File: config.mk
export PLATFORM = sky130hd
export DESIGN_NAME = dhs_master
export DESIGN_NICKNAME = d
export VERILOG_FILES = /design/src/rtl/dhs_pkg.sv /design/src/rtl/dhs_timer.sv /design/src/rtl/dhs_slicer.sv /design/src/rtl/dhs_phase_fsm.sv /design/src/rtl/dhs_master.sv
export SDC_FILE = /design/constraint.sdc
export NUM_CORES = 1
export LEC_CHECK = 0
export BUFFER_PORTS_ARGS = -buffer_cell sky130_fd_sc_hd__buf_2
export CAP_MARGIN = 20
export CORE_MARGIN = 2
export CORE_UTILIZATION = 46
export CTS_CLUSTER_DIAMETER = 100
export DETAILED_ROUTE_END_ITERATION = 12
export GPL_TIMING_DRIVEN = 0
export HOLD_SLACK_MARGIN = 0.12
export PLACE_DENSITY = 0.81
export SYNTH_ARGS = -nofsm -noshare
export SYNTH_HDL_FRONTEND = slang
export SYNTH_SLANG_ARGS = --single-unit
File: constraint.sdc
create_clock -name clk -period 2.4 [get_ports clk]
set_input_delay 0.48 -clock clk [delete_from_list [all_inputs] [get_ports clk]]
set_output_delay 0.48 -clock clk [all_outputs]
set_load 0.05 [all_outputs]
File: src/rtl/dhs_pkg.sv
package dhs_pkg;

  typedef enum logic [2:0] {
    PH_IDLE    = 3'd0,
    PH_LOAD    = 3'd1,
    PH_SETUP   = 3'd2,
    PH_WAIT_HI = 3'd3,
    PH_HOLD    = 3'd4,
    PH_WAIT_LO = 3'd5,
    PH_FIN     = 3'd6
  } phase_t;

  // Number of 32-bit words covering a byte count (rounded up).
  function automatic int unsigned words_for_bytes(input int unsigned nbytes);
    return (nbytes + 32'd3) >> 2;
  endfunction

  // True when a cycle count times the clock period lies inside [lo, hi] ns.
  function automatic bit in_window(input int unsigned cycles,
                                   input int unsigned clk_ns,
                                   input int unsigned lo,
                                   input int unsigned hi);
    return (cycles * clk_ns >= lo) && (cycles * clk_ns <= hi);
  endfunction

  // Largest of three values, used to size the interval counter.
  function automatic int unsigned max3(input int unsigned a,
                                       input int unsigned b,
                                       input int unsigned c);
    int unsigned m;
    m = (a > b) ? a : b;
    return (m > c) ? m : c;
  endfunction

endpackage

File: src/rtl/dhs_timer.sv
module dhs_timer #(
  parameter int W = 4
) (
  input  logic         clk,
  input  logic         rst_n,
  input  logic         load,
  input  logic [W-1:0] load_val,
  output logic         expired
);

  logic [W-1:0] cnt_q;

  always_ff @(posedge clk or negedge rst_n) begin
    if (!rst_n) begin
      cnt_q <= '0;
    end else if (load) begin
      cnt_q <= load_val;
    end else if (cnt_q != '0) begin
      cnt_q <= cnt_q - 1'b1;
    end
  end

  assign expired = (cnt_q == '0);

  AST_TIMER_COUNTS_DOWN: assert property (@(posedge clk) disable iff (!rst_n)
    (!load && !expired) |=> (cnt_q == $past(cnt_q) - 1'b1)) else $error("timer");

endmodule

File: src/rtl/dhs_slicer.sv
module dhs_slicer #(
  parameter int BYTES_W = 8,
  localparam int IDX_W  = BYTES_W - 1
) (
  input  logic               clk,
  input  logic               rst_n,
  input  logic               init,
  input  logic [BYTES_W-1:0] nbytes,
  input  logic               step,
  output logic [IDX_W-1:0]   word_idx,
  output logic               last_word,
  output logic               zero_len
);
  import dhs_pkg::*;

  logic [IDX_W-1:0] left_q;
  logic [IDX_W-1:0] idx_q;
  logic [IDX_W-1:0] words_req;

  assign words_req = IDX_W'(words_for_bytes(32'(nbytes)));
  assign zero_len  = (nbytes == '0);

  always_ff @(posedge clk or negedge rst_n) begin
    if (!rst_n) begin
      left_q <= '0;
      idx_q  <= '0;
    end else if (init) begin
      left_q <= words_req;
      idx_q  <= '0;
    end else if (step) begin
      left_q <= left_q - 1'b1;
      idx_q  <= idx_q + 1'b1;
    end
  end

  assign word_idx  = idx_q;
  assign last_word = (left_q == IDX_W'(1));

  AST_STEP_HAS_WORDS: assert property (@(posedge clk) disable iff (!rst_n)
    step |-> (left_q > IDX_W'(1))) else $error("step past end");

endmodule

File: src/rtl/dhs_phase_fsm.sv
module dhs_phase_fsm #(
  parameter int TMR_W   = 4,
  parameter int SETUP_CYC   = 2,
  parameter int HOLD_WR_CYC = 3,
  parameter int HOLD_RD_CYC = 4
) (
  input  logic              clk,
  input  logic              rst_n,
  input  logic              req_start,
  input  logic              zero_len,
  input  logic              dir_rd,
  input  logic              bus_ack,
  input  logic              tmr_expired,
  input  logic              last_word,
  output dhs_pkg::phase_t   phase,
  output logic              accept,
  output logic              tmr_load,
  output logic [TMR_W-1:0]  tmr_val,
  output logic              word_step,
  output logic              ack_seen
);
  import dhs_pkg::*;

  phase_t ph_q, ph_d;

  assign phase = ph_q;

  always_comb begin
    ph_d      = ph_q;
    accept    = 1'b0;
    tmr_load  = 1'b0;
    tmr_val   = '0;
    word_step = 1'b0;
    ack_seen  = 1'b0;
    unique case (ph_q)
      PH_IDLE: begin
        if (req_start) begin
          accept = 1'b1;
          ph_d   = zero_len ? PH_FIN : PH_LOAD;
        end
      end
      PH_LOAD: begin
        tmr_load = 1'b1;
        tmr_val  = TMR_W'(SETUP_CYC - 1);
        ph_d     = PH_SETUP;
      end
      PH_SETUP: begin
        if (tmr_expired) ph_d = PH_WAIT_HI;
      end
      PH_WAIT_HI: begin
        if (bus_ack) begin
          ack_seen = 1'b1;
          tmr_load = 1'b1;
          tmr_val  = dir_rd ? TMR_W'(HOLD_RD_CYC - 1) : TMR_W'(HOLD_WR_CYC - 1);
          ph_d     = PH_HOLD;
        end
      end
      PH_HOLD: begin
        if (tmr_expired) ph_d = PH_WAIT_LO;
      end
      PH_WAIT_LO: begin
        if (!bus_ack) begin
          if (last_word) begin
            ph_d = PH_FIN;
          end else begin
            word_step = 1'b1;
            ph_d      = PH_LOAD;
          end
        end
      end
      PH_FIN: ph_d = PH_IDLE;
      default: ph_d = PH_IDLE;
    endcase
  end

  always_ff @(posedge clk or negedge rst_n) begin
    if (!rst_n) ph_q <= PH_IDLE;
    else        ph_q <= ph_d;
  end

  AST_FIN_ONE_CYCLE: assert property (@(posedge clk) disable iff (!rst_n)
    (ph_q == PH_FIN) |=> (ph_q == PH_IDLE)) else $error("fin");
  AST_WAIT_LO_NEEDS_ACK_LOW: assert property (@(posedge clk) disable iff (!rst_n)
    ((ph_q == PH_WAIT_LO) && bus_ack) |=> (ph_q == PH_WAIT_LO)) else $error("wait lo");

endmodule

File: src/rtl/dhs_master.sv
module dhs_master #(
  parameter int ADDR_W      = 16,
  parameter int DATA_W      = 32,
  parameter int BYTES_W     = 8,
  parameter int CLK_NS      = 4,
  parameter int SETUP_CYC   = 2,
  parameter int HOLD_WR_CYC = 3,
  parameter int HOLD_RD_CYC = 4,
  parameter int SETUP_MIN_NS = 5,
  parameter int SETUP_MAX_NS = 15,
  parameter int HOLD_MIN_NS  = 10,
  parameter int HOLD_MAX_NS  = 25,
  localparam int IDX_W = BYTES_W - 1
) (
  input  logic               clk,
  input  logic               rst_n,
  input  logic               req_start,
  input  logic               req_read,
  input  logic [ADDR_W-1:0]  req_addr,
  input  logic [BYTES_W-1:0] req_bytes,
  output logic               req_busy,
  output logic               req_done,
  output logic [IDX_W-1:0]   mem_idx,
  input  logic [DATA_W-1:0]  mem_rdata,
  output logic               mem_we,
  output logic [DATA_W-1:0]  mem_wdata,
  output logic [ADDR_W-1:0]  bus_addr,
  output logic [DATA_W-1:0]  bus_dout,
  output logic               bus_doe,
  input  logic [DATA_W-1:0]  bus_din,
  output logic               bus_ready,
  input  logic               bus_ack
);
  import dhs_pkg::*;

  localparam int TMR_MAX = int'(max3(SETUP_CYC, HOLD_WR_CYC, HOLD_RD_CYC));
  localparam int TMR_W   = $clog2(TMR_MAX + 1);

  generate
    if (!in_window(SETUP_CYC, CLK_NS, SETUP_MIN_NS, SETUP_MAX_NS)) begin : g_bad_setup
      $error("SETUP_CYC outside allowed setup window");
    end
    if (!in_window(HOLD_WR_CYC, CLK_NS, HOLD_MIN_NS, HOLD_MAX_NS)) begin : g_bad_hold_wr
      $error("HOLD_WR_CYC outside allowed hold window");
    end
    if (!in_window(HOLD_RD_CYC, CLK_NS, HOLD_MIN_NS, HOLD_MAX_NS)) begin : g_bad_hold_rd
      $error("HOLD_RD_CYC outside allowed hold window");
    end
  endgenerate

  // Named internal events
  phase_t             phase;
  logic               accept;
  logic               tmr_load;
  logic [TMR_W-1:0]   tmr_val;
  logic               tmr_expired;
  logic               word_step;
  logic               ack_seen;
  logic               last_word;
  logic               zero_len;
  logic               setup_done;
  logic               hold_done;

  logic               dir_rd_q;
  logic [ADDR_W-1:0]  addr_q;
  logic [DATA_W-1:0]  dout_q;

  dhs_slicer #(.BYTES_W(BYTES_W)) u_slicer (
    .clk      (clk),
    .rst_n    (rst_n),
    .init     (accept),
    .nbytes   (req_bytes),
    .step     (word_step),
    .word_idx (mem_idx),
    .last_word(last_word),
    .zero_len (zero_len)
  );

  dhs_timer #(.W(TMR_W)) u_timer (
    .clk     (clk),
    .rst_n   (rst_n),
    .load    (tmr_load),
    .load_val(tmr_val),
    .expired (tmr_expired)
  );

  dhs_phase_fsm #(
    .TMR_W      (TMR_W),
    .SETUP_CYC  (SETUP_CYC),
    .HOLD_WR_CYC(HOLD_WR_CYC),
    .HOLD_RD_CYC(HOLD_RD_CYC)
  ) u_fsm (
    .clk        (clk),
    .rst_n      (rst_n),
    .req_start  (req_start),
    .zero_len   (zero_len),
    .dir_rd     (dir_rd_q),
    .bus_ack    (bus_ack),
    .tmr_expired(tmr_expired),
    .last_word  (last_word),
    .phase      (phase),
    .accept     (accept),
    .tmr_load   (tmr_load),
    .tmr_val    (tmr_val),
    .word_step  (word_step),
    .ack_seen   (ack_seen)
  );

  assign setup_done = (phase == PH_SETUP) && tmr_expired;
  assign hold_done  = (phase == PH_HOLD)  && tmr_expired;

  always_ff @(posedge clk or negedge rst_n) begin
    if (!rst_n) begin
      dir_rd_q <= 1'b0;
      addr_q   <= '0;
    end else if (accept) begin
      dir_rd_q <= req_read;
      addr_q   <= req_addr;
    end
  end

  always_ff @(posedge clk or negedge rst_n) begin
    if (!rst_n)                  dout_q <= '0;
    else if (phase == PH_LOAD)   dout_q <= mem_rdata;
  end

  assign bus_addr  = addr_q;
  assign bus_dout  = dout_q;
  assign bus_ready = (phase == PH_WAIT_HI) || (phase == PH_HOLD);
  assign bus_doe   = !dir_rd_q &&
                     ((phase == PH_SETUP) || (phase == PH_WAIT_HI) ||
                      (phase == PH_HOLD)  || (phase == PH_WAIT_LO));
  assign mem_we    = dir_rd_q && ack_seen;
  assign mem_wdata = bus_din;
  assign req_busy  = (phase != PH_IDLE);
  assign req_done  = (phase == PH_FIN);

  AST_READY_AFTER_SETUP: assert property (@(posedge clk) disable iff (!rst_n)
    $rose(bus_ready) |-> $past(setup_done)) else $error("ready early");
  AST_READY_FALL_AFTER_HOLD: assert property (@(posedge clk) disable iff (!rst_n)
    $fell(bus_ready) |-> $past(hold_done)) else $error("ready fell early");
  AST_READ_BUS_RELEASED: assert property (@(posedge clk) disable iff (!rst_n)
    (req_busy && dir_rd_q) |-> !bus_doe) else $error("doe on read");
  AST_ADDR_HELD: assert property (@(posedge clk) disable iff (!rst_n)
    (req_busy && $past(req_busy)) |-> $stable(bus_addr)) else $error("addr moved");
  AST_DONE_PULSE: assert property (@(posedge clk) disable iff (!rst_n)
    req_done |=> !req_done) else $error("done stuck");
  AST_BUSY_IGNORES_START: assert property (@(posedge clk) disable iff (!rst_n)
    (req_busy && req_start) |-> !accept) else $error("start taken while busy");

endmodule

==> flow_summary.yaml <==
status:
  outcome: "complete, no violations"
die:
  die_w_um: 91.8
  io_pins: 185
  coreArea_sq_um: 7610
  fp.dieH_um: 91.8
  dieArea_sq_um: 8430
  initial_core_util: 0.466
  rows: 32
power_and_ir_drop:
  power_density_nw_per_um2: 1440
  leakagePower_nw: 2.39
  ir_drop_mv: 0.923
  finalPower_mw: 6.64
logic_synthesis:
  yosysWarnings: 0
  yosys-top-cells-area: "dfrtp_1 (49%), mux2_2 (8.6%), buf_4 (7.0%)"
  ys.flop_type: "dfrtp_1"
  synth_top_cell_by_area: "dfrtp_1"
  synth-edff-count: 0
  syn-cell-area_sq_um: 3550
  synth_nets: 439
  ys_seq_elements: 69
  synthDistinctLibCells: 50
  ys_seq_area_frac: 0.487
  synth_top_area_share: 0.487
  yosysMostFrequentCell: "dfrtp_1"
  postSynthCellCount: 341
  netlist_top_cells_count: "dfrtp_1 (69), nand2_1 (65), buf_4 (33)"
  avgSynthCellArea_sq_um: 10.4
  async_flop_share: 1.00
layout:
  fill_cells: 660
  drive_gt1_frac: 0.494
  synthToLayoutAreaGrowth_pct: 30.2
  seqCellArea_sq_um: 1730
  multi_input_area_sq_um: 1430
  fin_util: 0.607
  antenna-diode-count: 0
  fin_nets: 600
global_routing:
  grt_overflow: 0
  grt_max_degree: 70
  antenna_found_initial: 0
  grt_pass1_wl_mm: 13.3
  grt_use_total: 0.194
  grt_pass1_vias: 2858
route:
  drc_errors: 0
  wl_mm: 8.15
  vias_per_cell: 4.89
  dr_total_vias: 2973
  drtAntennaViolNets: 0
  wl_per_cell_um: 13.4
  drt_iter0_markers: 138
  drt_pre_antenna_iters: 4
sta:
  setup_viol: 0
  fmax_mhz: 468
  fin_crit_sh: 0.890
  whs_ps: 257
  tns_ps: 0
  hold_viol_final: 0
  min_period_ps: 2140
  worst_pin_slew_ps: 866
  relSlewSlack: 0.423
  slew_viol_final: 0
  skew_ps: 10.1
  rsz0062_at_grt: "false"
clock_tree:
  h-tree-depth: 3
  numClockSinks: 69
  postCtsSetupBuffers: 0
  cts_hold_buffers: 0
  cts.root.buffer_cell: "clkbuf_8"
  cts_resized: 0
  cts_tree: "built"
  clkSlewWorstSetupHoldPaths_ps: 80
  tritoncts.num_buffers: 9
  insertion_delay_ps: 330
  cts_buffer_depth: 2
setup_path:
  worstPathArrival_ps: 1660
  r2r_cells: 7
  worstReg2RegStart: "u_slicer.left_q[1]$_DFFE_PN0P_"
  cp-end-kind: "primary output"
  critical_path.endpoint: "req_busy"
  timing.rr.end: "u_slicer.word_idx[3]$_DFFE_PN0P_"
  critPathMaxFanout: 10
  crit_path_start_kind: "flop"
  rrSetupSlack_ps: 530
  required_ps: 1920
  critical_path_class: "reg2out"
  worstSetupStartpoint: "u_fsm.phase[2]$_DFFE_PN0P_"
run:
  maxCapViolations: 0
worst_hold_path:
  hp-class: "in2async"
placed_design:
  portBuffers: 151
  gp_routability_congestion: 0.872
  post-dp-hpwl_mm: 6.19
[critical path: stages (launching register included)]
cell      delay (ps)
dfrtp_1          480
clkbuf_1         240
or3_1            390
buf_2            220
[registers in the layout, summed over array words and instances (netlist names)]
name / flops
u_fsm.phase: 3
u_slicer.word_idx: 7
dir_rd_q: 1
u_slicer.left_q: 7
u_timer.cnt_q: 3
bus_addr: 16
bus_dout: 32
[where the power goes]
| group | leakage, nW | internal (mW) | switching (mW) | total, mW |
|---|---|---|---|---|
| clock | 0.0950 | 0.474 | 0.435 | 0.909 |
| combinational | 1.45 | 1.09 | 2.65 | 3.74 |
| sequential | 0.848 | 1.68 | 0.307 | 1.99 |
| total | 2.39 | 3.25 | 3.40 | 6.64 |
[kinds of logic after synthesis]
group / synth area share
multiplexers: 0.119
adder cells (fa/ha/maj): 0.0176
AO/OA/AOI/OAI: 0.0871
buffers and inverters: 0.110
flip-flops: 0.487
AND/OR/NAND/NOR: 0.160
XOR/XNOR: 0.0198
[layout by cell type, fill, tap and decap left out, types with 3 or more instances in the layout]
cell	netlist	layout
a21oi_1	7	7
a31oi_1	3	3
buf_2	11	161
buf_4	33	34
buf_6	4	4
clkbuf_8	0	9
dfrtp_1	69	69
ha_1	5	5
inv_1	9	9
mux2_1	5	5
mux2_2	27	27
mux2i_1	6	6
nand2_1	65	65
nand2b_1	4	4
nand3_1	10	10
nor2_1	16	16
nor2b_1	3	3
nor3_1	4	4
o211ai_1	4	4
o21ai_0	10	10
or3_1	3	3
xnor2_1	4	4
xor2_1	4	4
[metal layers]
layer	global-route usage	up-vias	wire length, um
met2	0.342	107	4240
met5	0	-	0
met4	0.0697	0	139
met3	0.0394	11	504
met1	0.237	1404	3260
li1	-	1451	-
[metrics by stage]
| step | cells | setup slack (ps) | area, sq um |
|---|---|---|---|
| after global placement | 594 | 479 | 4430 |
| after detailed placement | 594 | 447 | 4430 |
| after global routing | 608 | 160 | 4620 |
| after CTS | 609 | 92.9 | 4620 |
| after floorplan | 341 | 428 | 3550 |
| final | 608 | 264 | 4620 |
[area by class of cell]
| type | count | area share |
|---|---|---|
| flip-flops and latches | 69 | 0.374 |
| clock buffers | 9 | 0.0268 |
| clock inverters | 6 | 0.0141 |
| well taps | 102 | 0.0276 |
| inverters | 9 | 0.00732 |
| plain buffers | 49 | 0.0761 |
| multi-input cells | 213 | 0.310 |
| repair buffers | 151 | 0.164 |
[worst min-delay path by stage]
stage          cells past startpoint                       end                    start
3_3_place_gp                       2   bus_addr[1]$_DFFE_PN0P_  bus_addr[1]$_DFFE_PN0P_
5_1_grt                            1  bus_dout[28]$_DFFE_PN0P_                    rst_n
6_report                           1   bus_dout[8]$_DFFE_PN0P_                    rst_n
3_5_place_dp                       2   bus_addr[4]$_DFFE_PN0P_  bus_addr[4]$_DFFE_PN0P_
4_1_cts                            1   bus_dout[1]$_DFFE_PN0P_                    rst_n
2_1_floorplan                      0   bus_addr[0]$_DFFE_PN0P_                    rst_n
Power figures use the tool's default switching activity.
